--- config.mk ---
export PLATFORM = sky130hd
export DESIGN_NAME = hyst_edge_thresh
export DESIGN_NICKNAME = d
export VERILOG_FILES = /design/src/rtl/hyst_pkg.sv /design/src/rtl/hyst_line_fifo.sv /design/src/rtl/hyst_raster_pos.sv /design/src/rtl/hyst_window.sv /design/src/rtl/hyst_classify.sv /design/src/rtl/hyst_edge_thresh.sv
export SDC_FILE = /design/constraint.sdc
export NUM_CORES = 1
export LEC_CHECK = 0
export ABC_CLOCK_PERIOD_IN_PS = 4200
export BUFFER_PORTS_ARGS = -buffer_cell sky130_fd_sc_hd__clkbuf_2
export CORE_UTILIZATION = 60
export CTS_BUF_LIST = sky130_fd_sc_hd__clkbuf_8
export DETAILED_ROUTE_END_ITERATION = 6
export PLACE_DENSITY = 0.88
export RECOVER_POWER = 25
export SLEW_MARGIN = 30
export SYNTH_ARGS = -nofsm -noshare
export SYNTH_HDL_FRONTEND = slang
export SYNTH_SLANG_ARGS = --single-unit
export TNS_END_PERCENT = 1
--- constraint.sdc ---
create_clock -name clk -period 4.2 [get_ports clk]
set_clock_uncertainty 0.05 [all_clocks]
set_input_delay 0.84 -clock clk [delete_from_list [all_inputs] [get_ports clk]]
set_output_delay 0.84 -clock clk [all_outputs]
set_load 0.02 [all_outputs]
--- src/rtl/hyst_pkg.sv ---
package hyst_pkg;

    parameter int MAG_W = 8;

    typedef logic [MAG_W-1:0] mag_t;

    typedef struct packed {
        mag_t mag;
        logic inband;
    } px_t;

    // [row][col]; row 0 is the oldest line, col 0 the oldest column
    typedef px_t [2:0][2:0] win_t;

    typedef enum logic [1:0] {
        DEC_SKIP   = 2'd0,
        DEC_STRONG = 2'd1,
        DEC_LINKED = 2'd2,
        DEC_DROP   = 2'd3
    } dec_e;

    function automatic mag_t low_of(mag_t hi);
        return hi >> 1;
    endfunction

    function automatic logic above(mag_t v, mag_t t);
        return v > t;
    endfunction

endpackage

--- src/rtl/hyst_line_fifo.sv ---
module hyst_line_fifo
    import hyst_pkg::*;
#(
    parameter int DEPTH = 16,
    localparam int AW = (DEPTH > 1) ? $clog2(DEPTH) : 1
) (
    input  logic          clk,
    input  logic          rst,
    input  logic          en,
    input  logic [AW-1:0] idx,
    input  px_t           din,
    output px_t           dout
);

    px_t mem [DEPTH];

    assign dout = mem[idx];

    always_ff @(posedge clk) begin
        if (en) begin
            mem[idx] <= din;
        end
    end

    assert_idx_in_range_R1: assert property (@(posedge clk) disable iff (rst)
        en |-> (int'(idx) < DEPTH));

endmodule

--- src/rtl/hyst_raster_pos.sv ---
module hyst_raster_pos #(
    parameter int IMG_W = 16,
    localparam int CW = (IMG_W > 1) ? $clog2(IMG_W) : 1
) (
    input  logic          clk,
    input  logic          rst,
    input  logic          adv,
    input  logic          sof,
    output logic [CW-1:0] cur_col,
    output logic [1:0]    cur_row
);

    logic [CW-1:0] nxt_col;
    logic [1:0]    nxt_row;

    always_comb begin
        cur_col = sof ? '0 : nxt_col;
        cur_row = sof ? '0 : nxt_row;
    end

    always_ff @(posedge clk) begin
        if (rst) begin
            nxt_col <= '0;
            nxt_row <= '0;
        end else if (adv) begin
            if (cur_col == CW'(IMG_W - 1)) begin
                nxt_col <= '0;
                nxt_row <= (cur_row == 2'd2) ? 2'd2 : cur_row + 2'd1;
            end else begin
                nxt_col <= cur_col + 1'b1;
                nxt_row <= cur_row;
            end
        end
    end

    assert_row_saturates_R9: assert property (@(posedge clk) disable iff (rst)
        nxt_row != 2'd3);

    assert_sof_restarts_R9: assert property (@(posedge clk) disable iff (rst)
        (adv && sof && IMG_W > 1) |=> (nxt_col == CW'(1) && nxt_row == 2'd0));

endmodule

--- src/rtl/hyst_window.sv ---
module hyst_window
    import hyst_pkg::*;
(
    input  logic clk,
    input  logic adv,
    input  px_t  tap_top,
    input  px_t  tap_mid,
    input  px_t  tap_bot,
    output win_t win
);

    px_t col_old [3];
    px_t col_mid [3];
    px_t taps    [3];

    always_comb begin
        taps[0] = tap_top;
        taps[1] = tap_mid;
        taps[2] = tap_bot;
    end

    for (genvar r = 0; r < 3; r++) begin : g_row
        always_ff @(posedge clk) begin
            if (adv) begin
                col_old[r] <= col_mid[r];
                col_mid[r] <= taps[r];
            end
        end
    end

    always_comb begin
        for (int r = 0; r < 3; r++) begin
            win[r][0] = col_old[r];
            win[r][1] = col_mid[r];
            win[r][2] = taps[r];
        end
    end

endmodule

--- src/rtl/hyst_classify.sv ---
module hyst_classify
    import hyst_pkg::*;
(
    input  win_t win,
    input  mag_t hi,
    input  logic border,
    output dec_e dec
);

    mag_t lo;
    px_t  ctr;
    logic nbr_strong;

    always_comb begin
        lo  = low_of(hi);
        ctr = win[1][1];
        nbr_strong = 1'b0;
        for (int r = 0; r < 3; r++) begin
            for (int c = 0; c < 3; c++) begin
                if (!(r == 1 && c == 1) && above(win[r][c].mag, hi)) begin
                    nbr_strong = 1'b1;
                end
            end
        end

        if (border || !ctr.inband) begin
            dec = DEC_SKIP;
        end else if (above(ctr.mag, hi)) begin
            dec = DEC_STRONG;
        end else if (ctr.mag >= lo && nbr_strong) begin
            dec = DEC_LINKED;
        end else begin
            dec = DEC_DROP;
        end

        assert_weak_rejected_R3: assert (!(dec inside {DEC_STRONG, DEC_LINKED}) || !(ctr.mag < lo));
        assert_band_needed_R5: assert (!(dec inside {DEC_STRONG, DEC_LINKED}) || ctr.inband);
        assert_link_needs_strong_R4: assert (dec != DEC_LINKED || nbr_strong);
    end

endmodule

--- src/rtl/hyst_edge_thresh.sv ---
module hyst_edge_thresh
    import hyst_pkg::*;
#(
    parameter int IMG_W   = 16,
    parameter int INIT_HI = 100,
    localparam int CW = (IMG_W > 1) ? $clog2(IMG_W) : 1
) (
    input  logic             clk,
    input  logic             rst,
    input  logic             in_valid,
    input  logic             in_sof,
    input  logic [MAG_W-1:0] in_mag,
    input  logic             in_inband,
    input  logic             thr_load,
    input  logic [MAG_W-1:0] thr_value,
    output logic             out_valid,
    output logic             out_edge
);

    px_t           cur_px;
    px_t           line_q [3];
    logic [CW-1:0] cur_col;
    logic [1:0]    cur_row;
    win_t          win;
    dec_e          dec;
    mag_t          hi_pend;
    mag_t          hi_act;
    logic          has_ctr;
    logic          border;

    assign cur_px    = '{mag: in_mag, inband: in_inband};
    assign line_q[0] = cur_px;

    hyst_raster_pos #(.IMG_W(IMG_W)) u_pos (
        .clk     (clk),
        .rst     (rst),
        .adv     (in_valid),
        .sof     (in_sof),
        .cur_col (cur_col),
        .cur_row (cur_row)
    );

    for (genvar k = 0; k < 2; k++) begin : g_line
        hyst_line_fifo #(.DEPTH(IMG_W)) u_line (
            .clk  (clk),
            .rst  (rst),
            .en   (in_valid),
            .idx  (cur_col),
            .din  (line_q[k]),
            .dout (line_q[k+1])
        );
    end

    hyst_window u_win (
        .clk     (clk),
        .adv     (in_valid),
        .tap_top (line_q[2]),
        .tap_mid (line_q[1]),
        .tap_bot (line_q[0]),
        .win     (win)
    );

    assign has_ctr = (cur_row != 2'd0) && (cur_col != '0);
    assign border  = (cur_row == 2'd1) || (cur_col == CW'(1));

    hyst_classify u_cls (
        .win    (win),
        .hi     (hi_act),
        .border (border),
        .dec    (dec)
    );

    always_ff @(posedge clk) begin
        if (rst) begin
            hi_pend <= MAG_W'(INIT_HI);
            hi_act  <= MAG_W'(INIT_HI);
        end else begin
            if (thr_load) begin
                hi_pend <= thr_value;
            end
            if (in_valid && in_sof) begin
                hi_act <= thr_load ? thr_value : hi_pend;
            end
        end
    end

    always_ff @(posedge clk) begin
        if (rst) begin
            out_valid <= 1'b0;
            out_edge  <= 1'b0;
        end else begin
            out_valid <= in_valid && has_ctr;
            out_edge  <= in_valid && has_ctr && (dec inside {DEC_STRONG, DEC_LINKED});
        end
    end

    assert_edge_implies_valid_R1: assert property (@(posedge clk) disable iff (rst)
        out_edge |-> out_valid);

    assert_out_follows_input_R1: assert property (@(posedge clk) disable iff (rst)
        out_valid |-> $past(in_valid));

    assert_thr_frame_hold_R7: assert property (@(posedge clk) disable iff (rst)
        !(in_valid && in_sof) |=> $stable(hi_act));

    assert_border_silent_R6: assert property (@(posedge clk) disable iff (rst)
        (in_valid && cur_row == 2'd1) |=> !out_edge);

endmodule

==> metrics.txt, run 1 <==
Synth area leaders edfxtp_1 (64%), ha_1 (7.1%), nand2_1 (3.9%), a211oi_1 (3.5%), dfxtp_1 (3.2%); static leakage 5.99 nW; Min-Delay Path Class register to register; crit-path cells nor2_1, nor2_2, buf_4, o22ai_1, nor2_1, ha_1, a21oi_1, a21oi_1, or4_1, nor4_1, a31oi_1; Startpoint Class register; Residual DRC 1; failing checks design-rule violations; post-synth top area share 64.4%; PortBufs 23; post-synthesis cell count 1114; Placement Setup Slack 203 ps; Initial Utilization 61.3%; site row count 57; CP Class register to register; DP HPWL 22300 um; RD Place Congestion 0.849; largest net degree at the start of global routing 63; final setup vio count 0; area of the multi-input gates 0.00450 mm2; r2r setup slk 720 ps; Core Box Area 0.0244 mm2; Synth area leader edfxtp_1; Ports 24; max incr delay on CP 510 ps; Synth Area per Inst 13.4 um2; Filler Cells Inserted 1562; Synth warnings 0; ANT cells 0; syn nets 1221; clk sinks 345; placed cell area 0.0157 mm2; Total GRT Usage 28.3%; Die Ht 160 um; drt first pass iters 7; status finished with violations; Vias 9925; Cell Pwr Density 423 mW/mm2; vias in the first global route 10000; Worst slew margin 34.1%; FMAX 0.287 GHz; arrival time worst endpoint 3860 ps; register area share after synthesis 67.6%; CP Max Fanout 12; share of cells above drive strength 1 13.3%; final worst slack 721 ps; CTS buffer count 53; post-route setup TNS 0 ps; die area 0.0256 mm2; reg-to-reg critical path startpoint u_pos.nxt_col[3]$_SDFFE_PP0P_; worst setup path end out_edge$_SDFF_PP0_; first-pass GRT wire length 54300 um; CP Capture Type register; synthesized cell area 0.0150 mm2; VDD IR max 222 uV; via density per instance 6.37; GR Util met3 5.22%; synthesized flop and latch total 345; Routed WL per cell 23.1 um; worst-case reg-to-reg path depth 11; WP data required 4580 ps; worst r2r dst out_edge$_SDFF_PP0_; Final nets 1298; H-tree Lvls 2; start point of the critical path u_pos.nxt_col[3]$_SDFFE_PP0P_; CTS tree done; Post-CTS Resized 0; CTS Hold Buffers Added 0; max-cap viol count 0; clk buf depth 3; met1 Resource Use GR 35.9%; Post-CTS Setup Inserts 0; Post-Route WL 36000 um; RSZ-0062 raised after global routing false; GR Util met2 47.0%; Max Slew Vio Count 0; Fin. Hold Viols 0; Slowest cell on crit path or4_1; number of antenna-violating nets in the routed design 0; min Tclk post-route 3480 ps; crit share post-route 82.8%; Synth cell types 44; total grt overflow 0; Root Driver clkbuf_8; Die X 160 um; P&R area growth vs syn 11.6%; Worst-Skew Late Latency 590 ps; initial antenna violation count 2; gr busiest metal met2; Least-Margin Pin Slew 988 ps; final instance area 0.0167 mm2; CTS clk-pin slew, worst paths 60 ps; 1st-iter DRT viols 1067; register area 0.0101 mm2
-- synth_stat cells --
library cell and number:
and2b_1 3, nand4bb_1 1, nor4b_1 1, or2_2 1, mux2i_1 10, clkbuf_2 1, edfxtp_1 321, a221o_1 2
mux2_2 6, clkbuf_1 20, nand2_1 156, a21oi_1 47, and2_1 2, or4_1 1, a211oi_1 70, a22oi_1 2
buf_4 7, dfxtp_1 24, a221oi_1 2, ha_1 85, buf_2 27, nor3b_1 1, o221ai_1 1, a31oi_1 62
o211ai_1 6, o22ai_1 31, inv_2 1, a211o_1 3, inv_4 1, o31a_1 1, nand4_1 19, buf_6 4
o311ai_0 1, o21a_1 2, nor4_1 1, nand2b_1 15, a311oi_1 1, a21o_1 6, nand3_1 2, o21ai_0 20
inv_1 17, nor2_1 58, o2111ai_1 1, nor2b_1 71
-- placed cells by master (no fill, tap or decap), types with 9 or more instances in the layout --
| cell | n |
|---|---|
| edfxtp_1 | 321 |
| nor2_2 | 17 |
| o22ai_1 | 31 |
| nand2b_1 | 15 |
| nand2_1 | 156 |
| mux2i_1 | 10 |
| dfxtp_1 | 23 |
| buf_4 | 53 |
| a21oi_1 | 47 |
| a31oi_1 | 62 |
| ha_1 | 85 |
| clkbuf_2 | 14 |
| nand4_1 | 19 |
| a211oi_1 | 70 |
| clkbuf_1 | 9 |
| inv_1 | 45 |
| o21ai_0 | 20 |
| clkbuf_8 | 61 |
| nor2_1 | 41 |
| nor2b_1 | 70 |
-- area by class of cell --
type / instances / share of cell area (%)
sequential: 345 / 60.6
multi-input combinational: 691 / 27.0
clock buffer: 61 / 5.03
timing repair buffer: 81 / 3.60
tap: 324 / 2.43
clock inverter: 37 / 0.869
inverter: 19 / 0.450
-- worst min-delay path by stage --
stage / cells after the start / slack [ps] / end / start
3_5_place_dp: 0 / 380 / u_win.col_old[0][19]$_DFFE_PP_ / u_win.col_mid[0][19]$_DFFE_PP_
2_1_floorplan: 0 / 380 / u_win.col_old[0][10]$_DFFE_PP_ / u_win.col_mid[0][10]$_DFFE_PP_
4_1_cts: 0 / 390 / u_win.col_old[0][19]$_DFFE_PP_ / u_win.col_mid[0][19]$_DFFE_PP_
5_1_grt: 0 / 410 / u_win.col_old[0][21]$_DFFE_PP_ / u_win.col_mid[0][21]$_DFFE_PP_
3_3_place_gp: 0 / 380 / u_win.col_old[0][19]$_DFFE_PP_ / u_win.col_mid[0][19]$_DFFE_PP_
6_report: 0 / 390 / u_win.col_old[0][19]$_DFFE_PP_ / u_win.col_mid[0][19]$_DFFE_PP_
-- power breakdown --
part	switching (mW)	internal, mW
logic	0.398	0.209
registers	0.0336	3.86
clock network	1.25	1.32
-- critical path: cells and delay by family, from the launching register on --
family / cells / cell delay [ps]
AOI/OAI and AO/OA: 4 / 530
adders and majority gates: 1 / 320
buffers and inverters: 1 / 340
DFF: 1 / 500
and+or+nand+nor: 5 / 1590
-- routing by layer --
layer  vias up  wire length (um)
li1       4427                 -
met1      4735             13200
met2       621             17300
met3       140              3770
met4         2              1710
met5         -                13
-- stage by stage --
stage / power, mW / util [%] / hold WS, ps / instances
global placement: 4.51 / 64.5 / 381 / 1460
detailed placement: 4.55 / 64.5 / 384 / 1460
floorplan: 4.33 / - / 376 / 1114
CTS: 7.08 / 68.5 / 393 / 1558
finish: 7.06 / 68.4 / 391 / 1558
global route: 7.28 / 68.4 / 413 / 1558
-- registers in the layout (all words and copies together), names as in the netlist --
name / count
g_line.u_line.mem: 272
u_win.col_mid: 25
u_win.col_old: 24
hi_act: 8
hi_pend: 8
u_pos.nxt_col: 4
u_pos.nxt_row: 2
out_edge: 1
out_valid: 1
-- logic make-up (layout without fill, tap and decap cells) --
| group | after synthesis | in the layout | share of synthesized area [%] |
|---|---|---|---|
| flip-flops | 345 | 345 | 67.6 |
| AO/OA/AOI/OAI | 258 | 258 | 11.2 |
| multiplexers | 16 | 16 | 1.12 |
| buffers and inverters | 78 | 198 | 2.58 |
| AND/OR/NAND/NOR | 332 | 332 | 10.4 |
| adder cells (fa/ha/maj) | 85 | 85 | 7.11 |
No activity file was read; power rests on OpenSTA's default activity.
==> run 2, diff against run 1 <==
ABC_AREA = 1   (was unset)
ABC_CLOCK_PERIOD_IN_PS = 3500   (was 4200)
clock period = 3.5 ns   (was 4.2 ns; I/O delays follow)
==> run 2 against run 1 <==
The flow now finishes without violations; clock-buffer cell count down 2; first-iteration DRC count increased by 10%; power grew 23%; register-to-register slack worse by 190 ps.
==> metrics.txt, run 2 <==
Post-CTS Resized 0 (unchanged); Most used DFF post-synth edfxtp_1 (unchanged); Synth cell types 31 (was 44); largest net degree at the start of global routing 71 (was 63); RD Place Congestion 0.859 (was 0.849); Placement Setup Slack 3.40 ps (was 203 ps); H-tree Lvls 2 (unchanged); CP Capture Type register (unchanged); post-synth top area share 64.9% (was 64.4%); total grt overflow 0 (unchanged); clock share of power 36.6% (was 36.3%); Reg with most FFs g_line.u_line.mem (unchanged); CTS clk-pin slew, worst paths 60 ps (about the same); NetSw 2.14 mW (was 1.68 mW); via density per instance 6.19 (was 6.37); crit share post-route 85.4%; clk sinks 345 (unchanged); Vias 10300 (was 9925); Synth area leaders edfxtp_1 (65%), nand2_1 (7.5%), ha_1 (7.2%), a32oi_1 (3.3%), dfxtp_1 (3.2%) (was edfxtp_1 (64%), ha_1 (7.1%), nand2_1 (3.9%), a211oi_1 (3.5%), dfxtp_1 (3.2%)); placed cell area 0.0158 mm2 (was 0.0157 mm2); Total GRT Usage 28.5% (was 28.3%); ANT cells 0 (unchanged); Post-synth EDFFs 321 (unchanged); Ports 24 (unchanged); M1 WL 13000 um (was 13200 um); Root Driver clkbuf_8 (unchanged); VDD IR max 401 uV (was 222 uV); CTS Hold Buffers Added 0 (unchanged); CTS buffer count 53 (unchanged); top sig layer met4 (was met5); CP Max Fanout 16 (was 12); Fin. Hold Viols 0 (unchanged); Synth area leader edfxtp_1 (unchanged); final worst slack 509 ps (was 721 ps); Synth warnings 0 (unchanged); first-pass GRT wire length 55000 um (was 54300 um); 1st-iter DRT viols 1177 (was 1067); register area share after synthesis 68.1% (was 67.6%); PortBufs 23 (unchanged); commonest cells after routing, fill and taps aside edfxtp_1 (321), nand2_1 (297), a21oi_1 (95), ha_1 (85), inv_1 (76) (was edfxtp_1 (321), nand2_1 (156), ha_1 (85), nor2b_1 (70), a211oi_1 (70)); clk buf depth 3 (unchanged); post-route setup TNS 0 ps (unchanged); switch share 24.6% (was 23.8%); syn nets 1309 (was 1221); top post-synthesis cells by count edfxtp_1 (321), nand2_1 (297), a21oi_1 (95) (was edfxtp_1 (321), nand2_1 (156), ha_1 (85)); Cell Int Power 6.54 mW (was 5.38 mW); Cell Pwr Density 517 mW/mm2 (was 423 mW/mm2); Initial Utilization 61.1% (was 61.3%); CP Class input pin to register (was register to register); Worst-Skew Late Latency 610 ps (was 590 ps); max-cap viol count 0 (unchanged); Min-Delay Path Class input pin to register (was register to register); min Tclk post-route 2990 ps; die area 0.0254 mm2 (was 0.0256 mm2); metal2 WL 16800 um (was 17300 um); vias in the first global route 10400 (was 10000); Least-Margin Pin Slew 973 ps (was 988 ps); Sequential Power Share 54.0% (was 55.1%); final setup vio count 0 (unchanged); final instance area 0.0168 mm2 (was 0.0167 mm2); Core Box Area 0.0243 mm2 (was 0.0244 mm2); Combinational Power Share 9.4% (was 8.6%); static leakage 6.48 nW (was 5.99 nW); arrival time worst endpoint 3430 ps (was 3860 ps); Startpoint Class input pin (was register); site row count 57 (unchanged); initial antenna violation count 0 (was 2); max reg flops 272 (unchanged); Worst slew margin 35.1% (was 34.1%); Synth Area per Inst 12.4 um2 (was 13.4 um2); post-synthesis cell count 1202 (was 1114); Post-Route WL 35800 um (was 36000 um); drt first pass iters 7 (unchanged); share of cells above drive strength 1 12.9% (was 13.3%); top flop regs g_line.u_line.mem x272, u_win.col_mid x25, u_win.col_old x24 (unchanged); Post-CTS Setup Inserts 0 (unchanged); P&R area growth vs syn 13.0% (was 11.6%); DP HPWL 22100 um (was 22300 um); number of antenna-violating nets in the routed design 0 (unchanged); Max Slew Vio Count 0 (unchanged); Final nets 1396 (was 1298); synthesized cell area 0.0149 mm2 (was 0.0150 mm2); count leader, synth edfxtp_1 (unchanged); RSZ-0062 raised after global routing false (unchanged); Routed WL per cell 21.6 um (was 23.1 um); Die X 159 um (was 160 um); asr flop ratio synth 0% (unchanged); status completed (was finished with violations); WP data required 3940 ps (was 4580 ps); CTS tree done (unchanged); synthesized flop and latch total 345 (unchanged); most common cell after layout, fill and taps aside edfxtp_1 (unchanged); FMAX 0.334 GHz; WL met3 4160 um (was 3770 um); Residual DRC 0 (was 1); Die Ht 159 um (was 160 um)
## run 2: power by group through the flow
stage | Clock [mW] | Sequential, mW | Combinational (mW)
2_1_floorplan | 0 | 4.75 | 0.493
3_3_place_gp | 0 | 4.76 | 0.739
3_5_place_dp | 0 | 4.77 | 0.789
4_1_cts | 3.21 | 4.68 | 0.804
5_1_grt | 3.38 | 4.69 | 0.900
6_report | 3.18 | 4.69 | 0.812
## run 2: layout make-up
| cell class | count | area [um2] |
|---|---|---|
| Tap cell | 324 | 405 |
| Clock inverter | 39 | 210 |
| Sequential cell | 345 | 10100 |
| Timing Repair Buffer | 85 | 713 |
| Clock buffer | 59 | 812 |
| Fill cell | 1521 | 7530 |
| Inverter | 66 | 248 |
| Multi-Input combinational cell | 738 | 4280 |
## run 2: worst max-delay path, cell delays in order
cell and delay (ps):
clkbuf_2 110, inv_1 200, nand2_4 80, inv_2 200, buf_4 280, nand2_1 110
a32oi_1 260, o22ai_1 110, nor2_1 260, ha_1 310, nand2_1 80, inv_1 50
nand2_1 70, nand2_1 60, nand2_1 70, nand2_1 60, nand2_1 70, nand2_1 60
nor2_1 90, nand2_1 60, nand2_1 60, a21oi_1 60
## run 2: stage by stage
step / utilization (%) / total power, mW / hold slack, ps / instances
final: 69.0 / 8.68 / 290 / 1656
after global routing: 69.0 / 8.97 / 302 / 1656
after CTS: 69.2 / 8.70 / 274 / 1656
after detailed placement: 65.0 / 5.56 / 392 / 1558
after global placement: 65.0 / 5.50 / 386 / 1558
after floorplan: - / 5.25 / 374 / 1202
## run 2: kinds of logic (layout without fill, tap and decap cells)
| family | Yosys count | after routing | share of synthesized area [%] |
|---|---|---|---|
| buffers and inverters | 119 | 249 | 3.44 |
| adders and majority gates | 85 | 85 | 7.16 |
| DFF | 345 | 345 | 68.1 |
| and+or+nand+nor | 400 | 400 | 10.5 |
| muxes | 5 | 5 | 0.337 |
| AOI/OAI and AO/OA | 248 | 248 | 10.5 |
## run 2: final timing paths
| check | startpoint | end | slack, ps | cells after the start |
|---|---|---|---|---|
| setup / recovery | in_sof | out_edge$_SDFF_PP0_ | 510 | 22 |
| hold / removal | thr_value[6] | hi_pend[6]$_SDFF_PP1_ | 290 | 3 |
| setup reg to reg | u_pos.nxt_col[2]$_SDFFE_PP0P_ | out_edge$_SDFF_PP0_ | 530 | 18 |
| hold reg to reg | u_win.col_mid[0][8]$_DFFE_PP_ | u_win.col_old[0][8]$_DFFE_PP_ | 400 | 0 |
## run 2: routing by layer
| layer | GRT usage [%] | vias to the layer above |
|---|---|---|
| met3 | 6.30 | 157 |
| met5 | 0 | - |
| met2 | 45.6 | 702 |
| met1 | 36.1 | 4816 |
| li1 | - | 4578 |
| met4 | 16.6 | 0 |
